[config.mk]
export PLATFORM = sky130hd
export DESIGN_NAME = sram_bus_ctrl
export DESIGN_NICKNAME = d
export VERILOG_FILES = /design/src/rtl/sbc_pkg.sv /design/src/rtl/sbc_cfg_bank.sv /design/src/rtl/sbc_phase_timer.sv /design/src/rtl/sram_bus_ctrl.sv
export SDC_FILE = /design/constraint.sdc
export NUM_CORES = 1
export LEC_CHECK = 0
export ABC_AREA = 1
export BUFFER_PORTS_ARGS = -buffer_cell sky130_fd_sc_hd__buf_2
export CAP_MARGIN = 25
export CELL_PAD_IN_SITES_DETAIL_PLACEMENT = 1
export CELL_PAD_IN_SITES_GLOBAL_PLACEMENT = 1
export CORE_AREA = 5 5 186 188
export DETAILED_ROUTE_END_ITERATION = 10
export DIE_AREA = 0 0 191 193
export MAX_ROUTING_LAYER = met4
export PLACE_DENSITY = 0.82
export SETUP_SLACK_MARGIN = 0.4
export SLEW_MARGIN = 0
export SYNTH_ARGS = -nofsm -noshare
export SYNTH_HDL_FRONTEND = slang
export SYNTH_SLANG_ARGS = --single-unit
export TNS_END_PERCENT = 50
[constraint.sdc]
create_clock -name clk -period 3.7 [get_ports clk]
set_clock_uncertainty 0.15 [all_clocks]
set_input_delay 0.37 -clock clk [delete_from_list [all_inputs] [get_ports clk]]
set_output_delay 0.37 -clock clk [all_outputs]
set_load 0.02 [all_outputs]
[src/rtl/sbc_pkg.sv]
`timescale 1ns/1ps
package sbc_pkg;

    // Per-region configuration word, bit 0 is the bus width flag.
    typedef struct packed {
        logic [3:0] flt;
        logic [3:0] hold;
        logic [4:0] wt;
        logic [3:0] setup;
        logic       w16;
    } sbc_cfg_t;

    localparam int CFG_W = $bits(sbc_cfg_t);

    typedef enum logic [2:0] {
        ST_IDLE,
        ST_SETUP,
        ST_STROBE,
        ST_HOLD,
        ST_FLOAT
    } sbc_state_t;

    localparam logic [1:0] SZ_BYTE = 2'd0;
    localparam logic [1:0] SZ_HALF = 2'd1;

    // Index of the last external cycle for a given bus width and size.
    function automatic logic [1:0] last_beat_idx(input logic w16, input logic [1:0] size);
        if (w16)
            return (size == SZ_BYTE || size == SZ_HALF) ? 2'd0 : 2'd1;
        else if (size == SZ_BYTE)
            return 2'd0;
        else if (size == SZ_HALF)
            return 2'd1;
        else
            return 2'd3;
    endfunction

endpackage

[src/rtl/sbc_cfg_bank.sv]
`timescale 1ns/1ps
module sbc_cfg_bank
    import sbc_pkg::*;
#(
    parameter int NUM_CS = 8,
    localparam int CSW = $clog2(NUM_CS)
) (
    input  logic           clk,
    input  logic           rst_n,
    input  logic           wr_en,
    input  logic [CSW-1:0] wr_sel,
    input  sbc_cfg_t       wr_data,
    input  logic [CSW-1:0] rd_sel,
    output sbc_cfg_t       rd_cfg
);

    sbc_cfg_t regs [NUM_CS];

    for (genvar g = 0; g < NUM_CS; g++) begin : g_region
        sbc_cfg_t word_q;
        always_ff @(posedge clk or negedge rst_n) begin
            if (!rst_n)
                word_q <= '0;
            else if (wr_en && wr_sel == CSW'(g))
                word_q <= wr_data;
        end
        assign regs[g] = word_q;
    end

    assign rd_cfg = regs[rd_sel];

endmodule

[src/rtl/sbc_phase_timer.sv]
`timescale 1ns/1ps
module sbc_phase_timer #(
    parameter int W = 5
) (
    input  logic         clk,
    input  logic         rst_n,
    input  logic         load,
    input  logic [W-1:0] load_val,
    output logic         zero
);

    logic [W-1:0] cnt_q;

    always_ff @(posedge clk or negedge rst_n) begin
        if (!rst_n)
            cnt_q <= '0;
        else if (load)
            cnt_q <= load_val;
        else if (cnt_q != '0)
            cnt_q <= cnt_q - 1'b1;
    end

    assign zero = (cnt_q == '0);

endmodule

[src/rtl/sram_bus_ctrl.sv]
`timescale 1ns/1ps
module sram_bus_ctrl
    import sbc_pkg::*;
#(
    parameter int NUM_CS = 8,
    parameter int ADDR_W = 24,
    localparam int CSW = $clog2(NUM_CS)
) (
    input  logic              clk,
    input  logic              rst_n,
    input  logic              cfg_we,
    input  logic [CSW-1:0]    cfg_sel,
    input  logic [CFG_W-1:0]  cfg_wdata,
    input  logic              req_valid,
    output logic              req_ready,
    input  logic              req_write,
    input  logic [CSW-1:0]    req_cs,
    input  logic [ADDR_W-1:0] req_addr,
    input  logic [1:0]        req_size,
    input  logic [31:0]       req_wdata,
    output logic              rsp_done,
    output logic [31:0]       rsp_rdata,
    output logic [NUM_CS-1:0] mem_cs_n,
    output logic [ADDR_W-1:0] mem_addr,
    output logic              mem_oe_n,
    output logic [1:0]        mem_we_n,
    output logic [15:0]       mem_dq_out,
    output logic              mem_dq_oe,
    input  logic [15:0]       mem_dq_in,
    input  logic              mem_wait_n
);

    sbc_state_t  state, nxt;
    sbc_cfg_t    cur_cfg, cfg_q, bc;
    logic        wr_q, done_q;
    logic [CSW-1:0]    cs_q;
    logic [ADDR_W-1:0] addr_q;
    logic [1:0]  size_q, beat_q, last_q;
    logic [31:0] wdata_q, rdata_q, wsh;
    logic        t_load, t_zero, beat_end, last_beat, accept, sample, active;
    logic [4:0]  t_val, begin_ld;
    sbc_state_t  begin_st;

    sbc_cfg_bank #(.NUM_CS(NUM_CS)) u_cfg (
        .clk(clk), .rst_n(rst_n), .wr_en(cfg_we), .wr_sel(cfg_sel),
        .wr_data(sbc_cfg_t'(cfg_wdata)), .rd_sel(req_cs), .rd_cfg(cur_cfg)
    );

    sbc_phase_timer #(.W(5)) u_timer (
        .clk(clk), .rst_n(rst_n), .load(t_load), .load_val(t_val), .zero(t_zero)
    );

    assign accept    = (state == ST_IDLE) && req_valid;
    assign last_beat = (beat_q == last_q);
    assign sample    = (state == ST_STROBE) && t_zero && mem_wait_n && !wr_q;

    // State register
    always_ff @(posedge clk or negedge rst_n) begin
        if (!rst_n) state <= ST_IDLE;
        else        state <= nxt;
    end

    // Next state and phase counter loads
    always_comb begin
        nxt      = state;
        t_load   = 1'b0;
        t_val    = '0;
        beat_end = 1'b0;
        bc       = (state == ST_IDLE) ? cur_cfg : cfg_q;
        begin_st = (bc.setup != 4'd0) ? ST_SETUP : ST_STROBE;
        begin_ld = (bc.setup != 4'd0) ? {1'b0, bc.setup - 4'd1} : bc.wt;
        unique case (state)
            ST_IDLE: if (req_valid) begin
                nxt = begin_st; t_load = 1'b1; t_val = begin_ld;
            end
            ST_SETUP: if (t_zero) begin
                nxt = ST_STROBE; t_load = 1'b1; t_val = cfg_q.wt;
            end
            ST_STROBE: if (t_zero && mem_wait_n) begin
                if (cfg_q.hold != 4'd0) begin
                    nxt = ST_HOLD; t_load = 1'b1; t_val = {1'b0, cfg_q.hold - 4'd1};
                end else begin
                    beat_end = 1'b1;
                end
            end
            ST_HOLD:  if (t_zero) beat_end = 1'b1;
            ST_FLOAT: if (t_zero) nxt = ST_IDLE;
            default:  nxt = ST_IDLE;
        endcase
        if (beat_end) begin
            if (!last_beat) begin
                nxt = begin_st; t_load = 1'b1; t_val = begin_ld;
            end else if (!wr_q && cfg_q.flt != 4'd0) begin
                nxt = ST_FLOAT; t_load = 1'b1; t_val = {1'b0, cfg_q.flt - 4'd1};
            end else begin
                nxt = ST_IDLE;
            end
        end
    end

    // Request capture, beat tracking and read assembly
    always_ff @(posedge clk or negedge rst_n) begin
        if (!rst_n) begin
            wr_q <= 1'b0; cs_q <= '0; addr_q <= '0; size_q <= '0;
            wdata_q <= '0; cfg_q <= '0; beat_q <= '0; last_q <= '0;
            rdata_q <= '0; done_q <= 1'b0;
        end else begin
            done_q <= beat_end && last_beat;
            if (accept) begin
                wr_q    <= req_write;
                cs_q    <= req_cs;
                addr_q  <= req_addr;
                size_q  <= req_size;
                wdata_q <= req_wdata;
                cfg_q   <= cur_cfg;
                beat_q  <= '0;
                last_q  <= last_beat_idx(cur_cfg.w16, req_size);
                rdata_q <= '0;
            end
            if (beat_end && !last_beat)
                beat_q <= beat_q + 2'd1;
            if (sample) begin
                if (!cfg_q.w16)
                    rdata_q[{beat_q, 3'b000} +: 8] <= mem_dq_in[7:0];
                else if (size_q == SZ_BYTE)
                    rdata_q[7:0] <= addr_q[0] ? mem_dq_in[15:8] : mem_dq_in[7:0];
                else
                    rdata_q[{beat_q[0], 4'b0000} +: 16] <= mem_dq_in;
            end
        end
    end

    // Bus outputs
    always_comb begin
        active     = (state == ST_SETUP) || (state == ST_STROBE) || (state == ST_HOLD);
        mem_cs_n   = active ? ~(NUM_CS'(1) << cs_q) : '1;
        mem_addr   = addr_q + ADDR_W'(cfg_q.w16 ? {beat_q, 1'b0} : {1'b0, beat_q});
        mem_oe_n   = !((state == ST_STROBE) && !wr_q);
        if (!((state == ST_STROBE) && wr_q))
            mem_we_n = 2'b11;
        else if (!cfg_q.w16)
            mem_we_n = 2'b10;
        else if (size_q == SZ_BYTE)
            mem_we_n = addr_q[0] ? 2'b01 : 2'b10;
        else
            mem_we_n = 2'b00;
        wsh        = wdata_q >> (cfg_q.w16 ? {beat_q[0], 4'b0000} : {beat_q, 3'b000});
        mem_dq_out = (cfg_q.w16 && size_q != SZ_BYTE) ? wsh[15:0] : {wsh[7:0], wsh[7:0]};
        mem_dq_oe  = active && wr_q;
        req_ready  = (state == ST_IDLE);
        rsp_done   = done_q;
        rsp_rdata  = rdata_q;
    end

    AST_CS_ONEHOT: assert property (@(posedge clk) disable iff (!rst_n)
        $onehot0(~mem_cs_n));
    AST_SETUP_QUIET: assert property (@(posedge clk) disable iff (!rst_n)
        (state == ST_SETUP) |-> (mem_oe_n && mem_we_n == 2'b11 && mem_cs_n != '1));
    AST_WAIT_HOLDS_STROBE: assert property (@(posedge clk) disable iff (!rst_n)
        (state == ST_STROBE && !mem_wait_n) |=> (state == ST_STROBE));
    AST_FLOAT_OFF_BUS: assert property (@(posedge clk) disable iff (!rst_n)
        (state == ST_FLOAT) |-> (!mem_dq_oe && !req_ready && mem_cs_n == '1));
    AST_DONE_ONE_CYCLE: assert property (@(posedge clk) disable iff (!rst_n)
        rsp_done |=> !rsp_done);
    AST_BYTE_LANE: assert property (@(posedge clk) disable iff (!rst_n)
        (state == ST_STROBE && wr_q && size_q == SZ_BYTE) |-> ($countones(~mem_we_n) == 1));

endmodule

* After elaboration in Yosys (flattened, before gate mapping)
Index checks and enable logic that the tools add are counted.
Storage, ports and cells: word-level logic and storage cells 189, register bits after elaboration 269, output and inout port bits 86
Cells by class: $add $sub $neg 8, order comparisons 1, reductions and logical operators 39, equality and inequality tests 19, multiplexer cells 58, bitwise operators 2, shift-type cells 6
Operators by type and width (count):
- $mux 32 | 3
- $bwmux 32 | 2
- $bmux 18 s3 | 1
- $mux 5 | 9
- $mux 18 | 2
- $shift 16x7->32 const A | 1
- $shift 8x7->32 const A | 1
- $shiftx 16x7->32 | 1
- $shiftx 8x7->32 | 1
- $shr 32x5->16 | 1
- $mux 3 | 9
- $add 24x3->24 | 1
- $mux 24 | 1
- $mux 8 | 3
- $logic_and 1x1->1 | 20
- $mux 2 | 10
- $mux 16 | 1
- $eq 3x3->1 const B | 5
- $pmux 3 s5 | 1
- $pmux 5 s3 | 1
- $neg 5->7 | 2
- $eq 3x2->1 const B | 4
- $ne 3x3->1 const B | 4
- $reduce_bool 4->1 | 3
- 25 further kinds | 46

* Longest topological paths before layout
Gate-level depths: netlist of the first run.
depth in word-level cells 13, gate-level depth with buffers 18, depth with buffers taken out 17

* Modules after synthesis
A second synthesis of the first run with hierarchy kept.
Unflattened totals: cell total of the unflattened synthesis 1981, area total of the unflattened synthesis 14481.4 um2
Modules (own cells, without submodules):
- sbc_cfg_bank | area each 7125.6 um2, times used 1, cells an instance 969
- sram_bus_ctrl | area each 7053.0 um2, times used 1, cells an instance 973
- sbc_phase_timer | area each 302.8 um2, times used 1, cells an instance 39

* Worst setup path before layout of the first run
Ideal clock, no wire load.
kind register to output, start reg beat_q[0], end out mem_addr[20], data arrival time 2804 ps, stages on the path, launching flop included 17, buffers on the path 2, slack 376 ps, cells stage by stage dfrtp_1 clkbuf_2 inv_2 nor2_1 buf_2 ha_1 inv_1 fa_1 o21ai_2 nand3_1 nor2_2 nand2_2 nor2_2 inv_1 nor2_2 nand2_1 xor2_1
On the way: word-level cells in the longest chain between the ends 2
RTL lines:
- start, declared | RTL line sram_bus_ctrl.sv:38 | logic [1:0] size_q, beat_q, last_q;
- start signal, assigned | RTL line sram_bus_ctrl.sv:121 | beat_q <= beat_q + 2'd1;
- $mux 3 | RTL line sram_bus_ctrl.sv:137 | mem_addr = addr_q + ADDR_W'(cfg_q.w16 ? {beat_q, 1'b0} : {1'b0, beat_q});
- $add 24x3->24 | RTL line sram_bus_ctrl.sv:137
- end, declared | RTL line sram_bus_ctrl.sv:24 | output logic [ADDR_W-1:0] mem_addr,
Every way passes these cells.

* Final worst setup path of the first run
start reg cfg_q[0] (netlist name), end out mem_addr[20]
On the way: word-level cells in the longest chain between the ends 2
RTL lines:
- start, declared | RTL line sram_bus_ctrl.sv:34 | sbc_cfg_t cur_cfg, cfg_q, bc;
- start signal, assigned | RTL line sram_bus_ctrl.sv:115 | cfg_q <= cur_cfg;
- $mux 3 | RTL line sram_bus_ctrl.sv:137
- $add 24x3->24 | RTL line sram_bus_ctrl.sv:137
Every way passes these cells.

==> results of run 1 <==
[report_power, final]
part	total (uW)	internal [uW]	switching (uW)	leakage [uW]
Combinational	5590	1890	3700	0.00471
Clock	3320	2010	1310	0.000553
Sequential	4500	3750	756	0.00340
Total	13400	7650	5770	0.00866
[final cells by class]
cell class,count,share of cell area [%]
Tap cell,448,3.21
Sequential cell,269,38.5
Inverter,137,2.96
Clock buffer,50,5.97
Clock inverter,8,0.408
Multi-Input combinational cell,1276,36.6
Timing Repair Buffer,315,12.3
[path summary, 6_finish.rpt]
path                                             start                          end  slack [ns]  depth (start not counted)
max                                           cfg_q[0]                 mem_addr[20]        0.18                         14
min in group asynchronous                        rst_n                   addr_q[22]        0.33                          2
min reg2reg                u_cfg.g_region[2].word_q[0]  u_cfg.g_region[2].word_q[0]        0.33                          2
min                                        req_size[1]                    size_q[1]        0.03                          3
max in group asynchronous                        rst_n  u_cfg.g_region[7].word_q[9]        2.13                          3
max reg2reg                                   state[0]                    cfg_q[12]        0.85                          7
[flip-flops by register name, indices dropped and copies added, names as in the netlist, 3 cells and up]
register,flops
addr_q,24
cfg_q,18
cs_q,3
rsp_rdata,32
state,3
u_cfg.g_region.word_q,144
u_timer.cnt_q,5
wdata_q,32
[per-stage QoR]
| step | total power [uW] | instance area [um2] | worst slack [ns] |
|---|---|---|---|
| floorplan | 7720 | 13800 | 0.406 |
| global placement | 9140 | 15200 | 0.510 |
| detailed placement | 9400 | 15200 | 0.359 |
| CTS | 13000 | 17300 | 0.237 |
| global route | 14200 | 17500 | 0.127 |
| finish | 13400 | 17500 | 0.183 |
[logic make-up after synthesis]
family,share of synthesized area [%]
AO/OA/AOI/OAI,17.3
adder cells (fa/ha/maj),1.41
buffers and inverters,6.71
multiplexers,0.325
AND/OR/NAND/NOR,23.8
flip-flops,48.6
XOR/XNOR,1.77
[worst reg2reg max path: cells and delay by family (launching register included)]
kind,cells,cell delay (ns)
AO/OA/AOI/OAI,1,0.27
buffers and inverters,2,0.34
flip-flops,1,0.45
AND/OR/NAND/NOR,4,1.55
[cells in the final DEF, fill, tap and decap left out, drive strengths merged, types with 19 or more instances in the layout]
cell type / netlist / routed
a21oi: 51 / 51
buf: 45 / 249
clkbuf: 45 / 50
dfrtp: 269 / 269
dlygate4sd3: 0 / 66
inv: 136 / 137
nand2: 593 / 593
nand3: 74 / 74
nor2: 110 / 110
o21ai: 269 / 269
o22ai: 48 / 48
xor2: 19 / 19
[timing repair]
action / in CTS / in global routing
pin swaps: 14 / 18
hold buffers: 66 / 0
endpoints found under the hold margin: 158 / 0
endpoints found under the setup margin: 17 / 23
resized for setup: 34 / 28
buffers inserted: 17 / 13
[per-layer routing]
layer | track usage [%] | up-vias
li1 | - | 6352
met1 | 34.0 | 7027
met2 | 48.9 | 591
met3 | 3.56 | 158
met4 | 10.1 | 0
met5 | - | -
==> results by stage, run 1 <==
GRT:
- Across every metal layer, demand over resource in global routing totals 28.2%.
- The number of global-route vias before repair is 14.8k.
- The first global-routing pass estimated 81,000 um of wire.
- After global routing the overflow that remains totals 0.
- Entering global routing, the biggest net connects 99 pins.
- The initial antenna violation count is 0.

STA:
- The final sum of negative setup slack is 0 ns.
- In the finished design, the share of the clock period the worst path needs comes to 95.1%.
- The worst hold slack is 0.0342 ns.
- The maximum operating frequency is around 280 MHz.
- The count of final hold-check violations was 0.
- Setup violations remaining at the end of the flow were counted as 0.
- Setup repair after global routing could not meet its margin everywhere.
- At the pin with the least slew margin, the transition time is 0.847 ns.
- Headroom to the max-slew limit came out at 43.5%.
- The smallest clock period supported by the final layout is computed as between 3 and 4 ns.
- The number of max-slew violations in the final report came to 0.

Logic synthesis:
- The number of nets in the synthesized netlist is 1,891.
- Synthesis instantiated 51 different standard cells from the library.
- The dominant cell by count in the synthesized netlist is sky130_fd_sc_hd__nand2_1.
- The sequential-to-total area share from yosys stat is 48.6%.
- Yosys mapped a number of flops with a built-in enable equal to 0.
- After synthesis the cells add up to 13,800 um2.
- Of the post-synthesis cell area, the dominant cell type holds about half.
- The average cell area after synthesis is roughly 7.8 um2.
- The cell count after synthesis came out at 1,772.
- The fraction of registers with async set/reset is 100%.
- After synthesis the netlist holds a flip-flop and latch count of ~270.
- The synthesized design spends more area on one cell type than any other, namely sky130_fd_sc_hd__dfrtp_1.
- For this run, the number of Yosys warnings is 0.
- By area the synthesized netlist is led by sky130_fd_sc_hd__dfrtp_1 (49%), sky130_fd_sc_hd__nand2_1 (16%), sky130_fd_sc_hd__o21ai_0 (9.1%), sky130_fd_sc_hd__inv_1 (3.2%), sky130_fd_sc_hd__nor2_1 (2.7%).
- By count the netlist is led by sky130_fd_sc_hd__nand2_1 (588), sky130_fd_sc_hd__dfrtp_1 (269), sky130_fd_sc_hd__o21ai_0 (251), sky130_fd_sc_hd__inv_1 (119), sky130_fd_sc_hd__nor2_1 (99).
- The most common flop cell mapped by yosys is sky130_fd_sc_hd__dfrtp_1.

Critical path:
- The longest individual stage delay on the worst path is 0.45 ns.
- The type of element capturing the critical path is a primary output.
- The cell class contributing the biggest share of worst-path delay is simple AND/OR/NAND/NOR gates.
- Of all nets on the critical path, the largest fanout is 3.
- Counting stages on the worst path, the most repeated cell is sky130_fd_sc_hd__nor2_4.
- The setup path with the least slack is of type reg -> out.
- The slowest stage of the critical path is the sky130_fd_sc_hd__dfrtp_2 cell.
- The critical path contains buffers and inverters numbering 3 combined.
- The worst setup path is launched from a flip-flop.
- The signal on the critical path passes through nor2_4 > ha_4 > inv_2 > fa_2 > o21ai_4 > nand3_2 > nor2_4 > nand2_4 > nor2_4 > inv_2 > nor2_4 > nand2_2 > xor2_2 > buf_6.
- At the worst endpoint, the arrival time is 3.00 ns.
- The data required time of the critical path is 3.18 ns.

Route:
- In this run the top signal layer used is met4.
- After detailed routing, the met2 layer carries 26,900 um of wire.
- In this run the remaining antenna-violating nets after routing total 0.
- After detailed routing, the number of remaining DRC violations is 0.
- In this run, the number of DRC markers left after iteration 0 of detailed routing was 1,195.
- The count of vias placed by the detailed router is 14.1k.
- The average routed wire per standard cell is roughly 21 um.
- Summed over all layers, the routed wires come to 53,200 um.
- After detailed routing, the wire length on met1 is about 21,000 um.
- In the detailed route, the total length drawn on met3 is approximately 3000 um.
- The detailed-routing iteration count for the pre-antenna-repair pass is 6.
- Using the TritonRoute via totals, the vias-per-cell ratio works out to 5.64.

Floorplanning:
- The number of core rows is 67.
- The core box area is between 30,000 and 40,000 um2.
- The initial core utilization is around 42%.
- The area enclosed by the die boundary is around 37,000 um2.
- In this run the vertical extent of the chip is 193 um.
- The boundary pin count is 190.
- Measured along the x axis, the die boundary spans 191 um.

Place:
- Detailed placement ended at an HPWL of 30,500 um.
- The final estimated routing congestion in global placement is about 0.90.
- Port buffering added 189 buffers.
- The number of cells in the design after placement is approximately 2.3k.

Final layout:
- Registers take slightly below 7000 um2.
- Relative to the synthesized area, the layout overhead comes to 26.2%.
- The finished layout holds between 2k and 3k standard cells, fillers aside.
- The total inserted antenna cells is 0.
- Summing all multi-input logic gate instances after layout gives 6390 um2.
- The number of filler instances in the final layout is between 4k and 5k.
- The utilization after layout is 53.0%.
- The share of post-route cells with drive strength above 1 is 18.7%.
- The final net count is 2,152.

CTS:
- The number of levels in the clock H-tree is 2.
- The total CTS buffers is 34.
- The clock tree buffer depth is 3.
- The cell sitting at the root of the clock tree is a sky130_fd_sc_hd__clkbuf_16.
- The later pin in the worst-skew pair is clocked with a latency of roughly 0.53 ns.
- The number of clock sinks is 269.
- TritonCTS built the clock tree.
- The clock edge transition at the registers on the reported setup and hold paths is roughly 0.070 ns.

Power and ir drop:
- The maximum VDD drop is 0.374 mV.
- The analysis attributes to cell leakage a power of 0.00866 uW.
- Dividing total power by cell area gives a power density of 768 nW/um2.

Hold path:
- The classification of the worst-slack hold path is in -> reg.

Flow run:
- The tool flagged a number of max-cap violations equal to 0.

Status:
- The run finished with clean final reports.
Power figures use the tool's default switching activity.
==> run 2, diff against run 1 <==
--- a/config.mk
+++ b/config.mk
@@ -14,7 +14,7 @@
 export DETAILED_ROUTE_END_ITERATION = 10
 export DIE_AREA = 0 0 191 193
 export MAX_ROUTING_LAYER = met4
-export PLACE_DENSITY = 0.82
+export PLACE_DENSITY = 0.92
 export SETUP_SLACK_MARGIN = 0.4
 export SLEW_MARGIN = 0
 export SYNTH_ARGS = -nofsm -noshare
==> results by stage, run 2 (synthesis results as in run 1) <==
Critical path:
- The setup check on the worst reg-to-reg path leaves a slack of 0.61 ns.
- The critical path launch point type is a flip-flop.
- The endpoint of the worst register-to-register path is rsp_rdata[0].
- The data required time of the critical path is 3.18 ns.
- The longest individual stage delay on the worst path is 0.48 ns.
- Of all nets on the critical path, the largest fanout is 3.
- The critical path goes through buf_12 > o21ai_4 > inv_2 > ha_4 > a31oi_4 > nor3_4 > buf_4 > buf_6 > nand4_1 > buf_4 > xnor2_1 > buf_4.
- Measured in cells, the most critical reg-to-reg path has a length of 9.
- The worst register-to-register path begins at state[0].
- Data arrives at the worst endpoint at 3.17 ns.
- The cell with the most instances on the worst path is sky130_fd_sc_hd__buf_4.
- The worst setup path is captured at a primary output.
- On the critical path, the stage with the largest delay is an instance of sky130_fd_sc_hd__dfrtp_2.
- The critical path is of the reg -> out type.

Route:
- The number of DRC markers after the initial detailed-route iteration is 1,352.
- After detailed routing, the number of remaining DRC violations is 0.
- The count of antenna-violating nets left after detailed routing is 0.
- The pre-antenna-repair detailed-routing pass consisted of 8 iterations.
- After detailed routing, the average wire length per cell comes to between 20 and 25 um.
- The routed design has 57,000 um of wire.
- The average vias per placed instance is 5.84.
- The count of vias placed by the detailed router is about 15k.

GRT:
- The final global-route overflow total is 0.
- The wire length of the first global-routing pass is approximately 86,000 um.
- Global routing used 29.9% of the available tracks.
- The initial antenna violation count is 2.
- The number of global-route vias before repair came to approximately 16k.
- Entering global routing, the biggest net connects 96 pins.

Place:
- In this run the tool buffered the top-level ports with 189 buffer cells.
- Once placement completed, the tool counted placed cells totaling roughly 2.3k.
- The final estimated routing congestion in global placement is roughly 0.9.
- Summing all placed instances gives a cell area of about 15,000 um2.
- Summed over all nets, the half-perimeter wirelength after detailed placement is 31,300 um.

Hold path:
- The worst hold path was traced through 3 stages.
- The endpoint of the worst hold path is u_cfg.g_region[7].word_q[13].
- The launch instance of the worst min-delay path is cfg_wdata[13].
- The classification of the worst-slack hold path is in -> reg.

STA:
- The smallest clock period supported by the final layout is computed as about 3.7 ns.
- Static timing analysis puts the maximum clock frequency at 271 MHz.
- The final worst-path cycle share is 99.6%.
- The worst-margin pin slew is 0.867 ns.
- Setup violations remaining at the end of the flow were counted as 0.
- The remaining max-slew budget at the tightest pin is 42.2%.
- The count of final hold-check violations is 0.
- The number of max-slew violations in the final report came to 0.
- Setup repair after global routing could not meet its margin everywhere.
- Across all hold checks on the routed design, the worst slack comes to 0.0130 ns.

Floorplanning:
- The number of core rows is 67.
- The width of the chip is 191 um.
- The die height is 193 um.
- Once the floorplan was initialized, standard cells occupied a little over two fifths of the core.
- 190 I/O pins were placed.
- The die covers around 37,000 um2.
- The total area inside the core boundary comes to 32,900 um2.

Final layout:
- The register with the most flip-flops in the final layout is u_cfg.g_region.word_q.
- The utilization after layout is between 50% and 60%.
- The post-route non-filler standard cell count is 2,509.
- The final net count is between 2k and 2.5k.
- In the final layout, the multi-input gates occupy between 6000 and 7000 um2.
- The most common library cell in the layout ignoring fill and taps is sky130_fd_sc_hd__nand2_1.
- The post-route netlist has 18.3% of its cells at a drive strength greater than 1.
- The area growth from synthesis to layout is 26.1%.
- The top cell types in the final layout, fill and taps aside, are sky130_fd_sc_hd__nand2_1 (583), sky130_fd_sc_hd__dfrtp_1 (268), sky130_fd_sc_hd__o21ai_0 (251).
- The number of filler instances in the final layout is ~4k.
- The register with the most flip-flops in the layout has 144 of them.
- The post-layout instance area is ~17,000 um2.
- The area taken by flip-flops and latches is 6730 um2.

Power and ir drop:
- Overall power consumption after layout is estimated at 13,500 uW.
- The maximum VDD drop is 0.418 mV.
- In this run the static leakage power is 0.00864 uW.
- In this run the power density over the cells is 775 nW/um2.

CTS:
- The total CTS buffers is 29.
- Clock latency on the worst-skew pair, taken at its later pin, is 0.57 ns.
- In this run the number of H-tree levels came out at 1.
- The CTS tree is built.
- In this run the deepest clock path goes through 3 buffers.
- CTS placed an instance of sky130_fd_sc_hd__clkbuf_16 at the clock tree root.
- The number of clock sinks is 269.
- After clock tree synthesis, the clock-pin slew on the worst setup and hold paths is 0.08 ns.

Flow run:
- Max-cap violations in this run came to 0.

Status:
- The run finished with clean final reports.
run 2: worst max path at each step:
stage	start	end	slack [ns]	cells past startpoint
floorplan	beat_q[0]	mem_addr[22]	0.41	15
detailed placement	cfg_q[0]	mem_addr[23]	0.31	13
global placement	cfg_q[0]	mem_addr[23]	0.56	13
CTS	cfg_q[0]	mem_addr[20]	0.24	14
finish	cfg_q[0]	mem_addr[17]	0.01	12
global route	cfg_q[0]	mem_addr[17]	-0.1	12
run 2: routing by layer:
layer  wire length [um]  global-route usage [%]  vias up
li1                   -                       -     6340
met1              21200                    35.0     7268
met2              28600                    50.9      794
met3               3930                    4.59      262
met4               3210                    14.3        0
met5                  0                       -        -
run 2: power by group:
group	internal, uW	switching [uW]	total (uW)
combinational	1900	3880	5780
clock	1890	1330	3220
sequential	3750	780	4530
run 2: critical path, delay by kind of cell (launching register included):
kind / cells / cell delay, ns
buffers and inverters: 6 / 0.93
flip-flops: 1 / 0.48
AND/OR/NAND/NOR: 2 / 0.38
AO/OA/AOI/OAI: 2 / 0.30
adder cells (fa/ha/maj): 1 / 0.29
XOR/XNOR: 1 / 0.21
run 2: cell type report:
class                      instances  share of cell area (%)
sequential                       269                    38.6
antenna                            5                  0.0717
multi-input combinational       1276                    36.6
inverter                         137                    2.98
tap                              448                    3.21
timing repair buffer             320                    12.7
clock buffer                      44                    4.94
clock inverter                    10                   0.946
run 2: repair_timing:
item	4_1_cts	5_1_grt
gates resized for setup	45	19
hold buffers	72	0
endpoints found under the setup margin	25	26
setup buffers	19	13
pin swaps	14	9
hold endpoints to repair	155	0
run 2: stage by stage:
| stage | setup TNS (ns) | setup slack, ns |
|---|---|---|
| 2_1_floorplan | 0 | 0.406 |
| 3_3_place_gp | 0 | 0.557 |
| 3_5_place_dp | 0 | 0.310 |
| 4_1_cts | 0 | 0.242 |
| 5_1_grt | -0.208 | -0.0980 |
| 6_report | 0 | 0.0138 |
